`config.mk`:
```
export PLATFORM = sky130hd
export DESIGN_NAME = ilc_jal_unit
export DESIGN_NICKNAME = d
export VERILOG_FILES = /design/src/rtl/ilc_pkg.sv /design/src/rtl/ilc_jal_unit.sv
export SDC_FILE = /design/constraint.sdc
export NUM_CORES = 1
export LEC_CHECK = 0
export ABC_AREA = 1
export ABC_CLOCK_PERIOD_IN_PS = 1500
export BUFFER_PORTS_ARGS = -buffer_cell sky130_fd_sc_hd__buf_2
export CORE_ASPECT_RATIO = 0.9
export CORE_UTILIZATION = 35
export DETAILED_ROUTE_END_ITERATION = 10
export SKIP_LAST_GASP = 1
export SLEW_MARGIN = 25
export SYNTH_ARGS = -nofsm -noshare
export SYNTH_HDL_FRONTEND = slang
export SYNTH_SLANG_ARGS = --single-unit
```
`constraint.sdc`:
```
create_clock -name vclk -period 1.5
set_input_delay 0 -clock vclk [all_inputs]
set_output_delay 0 -clock vclk [all_outputs]
set_load 0.02 [all_outputs]
```
`src/rtl/ilc_pkg.sv`:
```
package ilc_pkg;
  localparam int CAUSE_W = 4;
  localparam int RIDX_W  = 5;

  typedef enum logic [CAUSE_W-1:0] {
    CAUSE_MISALIGNED = 4'd0,
    CAUSE_ILLEGAL    = 4'd2
  } cause_e;

  localparam logic [6:0] OPC_JAL = 7'b1101111;
endpackage

```
`src/rtl/ilc_jal_unit.sv`:
```
module ilc_jal_unit
  import ilc_pkg::*;
#(
  parameter int XLEN = 32
) (
  input  logic [31:0]       insn,
  input  logic [XLEN-1:0]   pc,
  input  logic              cext_en,
  input  logic              is_short,
  output logic              is_jal,
  output logic [XLEN-1:0]   target,
  output logic              misaligned,
  output logic [RIDX_W-1:0] rd
);
  localparam int OFS_W = 21;

  logic [OFS_W-1:0] ofs;
  logic [XLEN-1:0]  ofs_ext;

  always_comb begin
    ofs        = {insn[31], insn[19:12], insn[20], insn[30:21], 1'b0};
    ofs_ext    = {{(XLEN-OFS_W){ofs[OFS_W-1]}}, ofs};
    is_jal     = !is_short && (insn[6:0] == OPC_JAL);
    target     = pc + ofs_ext;
    misaligned = is_jal && !cext_en && (target[1:0] != 2'b00);
    rd         = insn[11:7];
  end
endmodule

```
Word level (Yosys, flattened, before mapping) --
Index checks and enable logic that the tools add are counted. Widths: inputs -> output; s select.
Word-level totals: bits in registers 0, input port bits 66, output and inout bits 39, logic and storage cells 8
Operators by class: $add $sub $neg 1, equality and inequality tests 1, reductions and logical operators 6
Operators by type and width (count):
- $add 32x32->32 | 1
- $eq 7x7->1 const B | 1
- $logic_and 1x1->1 | 3
- $logic_not 1->1 | 2
- $reduce_bool 2->1 | 1

Logic depth before layout (Yosys ltp) --
word-level depth 4, gate-level depth with buffers 12, depth with buffers taken out 12

Worst setup path before layout --
No wires, ideal clock.
path type input to output, start point input insn[21], end point output target[13], arrival 1466 ps, path slack 34 ps, cell stages on the path 9, cells stage by stage ha_1 fa_1 nand3_1 nand3_2 nand2_1 nand2_2 nand2_1 nand2_2 xor2_1
On the way: cells in the longest elaborated chain, start to end 1
Ends and longest elaborated chain:
- start, declared | line ilc_jal_unit.sv:6 | input logic [31:0] insn,
- $add 32x32->32 | line ilc_jal_unit.sv:24 | target = pc + ofs_ext;
- end, declared | line ilc_jal_unit.sv:11 | output logic [XLEN-1:0] target,
No other way between the ends.

Worst setup path in the final report --
Same ends and word-level chain as after synthesis.

==> out/qor.yml <==
sta:
  fmax_mhz: 679
  worst_slew_pin_slew_ns: 0.317
  fin_crit_ns: 1.47
  timing.final.crit_share_pct: 98.2
  setup_viol: 0
  hold_violations: 0
  rsz0062_at_grt: "true"
  tns_ns: 0
  slew_viol_final: 0
  finalWorstSetupSlack_ns: 0.0272
  max_slew_margin_pct: 78.9
logic_synthesis:
  avgSynthCellArea_um2: 4.90
  yosys_warnings: 0
  synth_cells: 474
  syn_nets: 571
  synth_top_cell_area_share_pct: 33.1
  syn-cell-area_um2: 2320
  yosys.area.top_type: "nand2_1"
  synth_area_leaders: "nand2_1, ha_1, inv_1"
  ys_seq_area_share_pct: 0
  synth.distinct_cells: 21
critical_path:
  endpoint_kind: "output port"
  critPathMaxStageDelay_ns: 0.37
  cpMostUsedCell: "nand2_2"
  required_ns: 1.50
  crit_buf_inv: 2
  cp_slowest_cell: "fa_2"
  cp_top_family: "adder cells"
  critPathArrivalTime_ns: 1.47
  cp_max_fo: 4
  worstSetupPathType: "in -> out"
  cp-start-kind: "input port"
  path_cells: "buf_6 -> ha_4 -> fa_2 -> nand3_2 -> nand3_2 -> nand2_2 -> nand2_2 -> nand2_1 -> nand2_2 -> xor2_1 -> buf_4"
min_path:
  hp-class: "in -> out"
route:
  routed_wl_mm: 7.72
  vias_per_cell: 4.49
  vias: 3030
  drtIter0Drc: 132
  postRouteAntennaNets: 0
  drc: 0
  dr.pass1.iters: 4
  wl_per_cell_um: 11.4
place:
  place_area_um2: 3040
  post-place-ws_ns: -0.136
  gp_congestion: 0.927
  dp_hpwl_mm: 6.44
  portBuffers: 95
floorplanning:
  initial_core_util_pct: 37.2
  io_pins: 105
  core-area_um2: 6250
  dieWidth_um: 87.9
  dieArea_um2: 6970
  die_h_um: 79.3
  rows: 27
pwr:
  power_density_nw_per_um2: 476
  power.total_mw: 1.69
  p_leak_nw: 2.16
  vdd_drop_max_uv: 212
global_routing:
  antenna_found_initial: 0
  grt_pass1_vias: 2842
  grt_max_degree: 12
  track_usage_pct: 21.1
  grt-ovfl-total: 0
  grt_first_pass_wirelength_mm: 12.0
status:
  status: "finished, final reports clean"
final_layout:
  ff_latch_area_um2: 0
  clockBufferCount: 0
  final_nets: 687
  design_area_um2: 3550
  drive_above_1_share_pct: 36.1
  antenna_cells: 0
  area_delta_synth_final_pct: 52.9
  fillers: 663
  nFlopsAndLatches: 0
flow_run:
  drv_cap: 0
-- through the flow --
stage                     util, %  hold WS [ns]  cells
after floorplan                 -        0.0798    474
after global placement       48.6      0.000137    673
after detailed placement     48.6      0.000137    673
after CTS                    50.4      0.000137    674
after global routing         56.9     0.0000331    675
final                        56.9    0.00000707    675
-- cells by family (layout without fill, tap and decap cells) --
kind of cell | count (synthesis) | after routing | synth area share [%]
buf+inv | 106 | 220 | 18.1
xor+xnor | 16 | 16 | 6.03
fa+ha+maj | 31 | 31 | 17.0
simple gates | 296 | 296 | 52.9
compound gates | 25 | 25 | 5.98
-- area by class of cell --
type                       instances  area, µm²  share of cell area, %
inverter                         100        375                   10.6
tap                               87        109                   3.06
multi-input combinational        368       2350                   66.1
timing repair buffer             120        719                   20.2
-- final timing paths --
check	startpoint	to	depth (start not counted)	slack, ns
hold / removal	insn[9]	rd[2]	0	0.000007
setup / recovery	insn[21]	target[13]	11	0.03
-- placed cells by master, fill, tap and decap left out, drive strengths merged --
cell type	netlist	routed
a21o	1	1
a21oi	20	20
buf	6	120
fa	1	1
ha	30	30
inv	100	100
nand2	215	215
nand3	28	28
nand4	5	5
nor2	41	41
nor3	6	6
nor4	1	1
o21ai	1	1
o21bai	3	3
xnor2	1	1
xor2	15	15
-- power by group --
group | switching [mW] | leakage, nW | total (mW) | internal (mW)
clock | 0 | 0 | 0 | 0
combinational | 0.990 | 2.16 | 1.69 | 0.701
sequential | 0 | 0 | 0 | 0
total | 0.990 | 2.16 | 1.69 | 0.701
-- cell usage after synthesis --
cell type,count
nand2_1,205
inv_1,98
nor2_1,39
ha_1,30
nand3_1,22
a21oi_1,19
xor2_1,15
nand2_2,10
buf_4,6
nand3_2,6
nor3_1,6
nand4_1,5
o21bai_1,3
inv_2,2
nor2_2,2
a21o_1,1
a21oi_2,1
fa_1,1
nor4_1,1
o21ai_0,1
xnor2_1,1
-- layer usage --
metal / global-route usage, % / up-vias / wire length (µm)
met2: 37.0 / 74 / 3660
met1: 29.8 / 1297 / 3690
met4: 1.80 / 0 / 57
met3: 0.104 / 4 / 311
met5: 0 / - / 0
li1: - / 1655 / -
-- timing repair --
item,CTS,global route
hold buffers,0,0
gates resized for setup,20,85
setup buffers,1,1
setup endpoints to repair,16,20
pin swaps,6,20
Power figures use the tool's default switching activity.
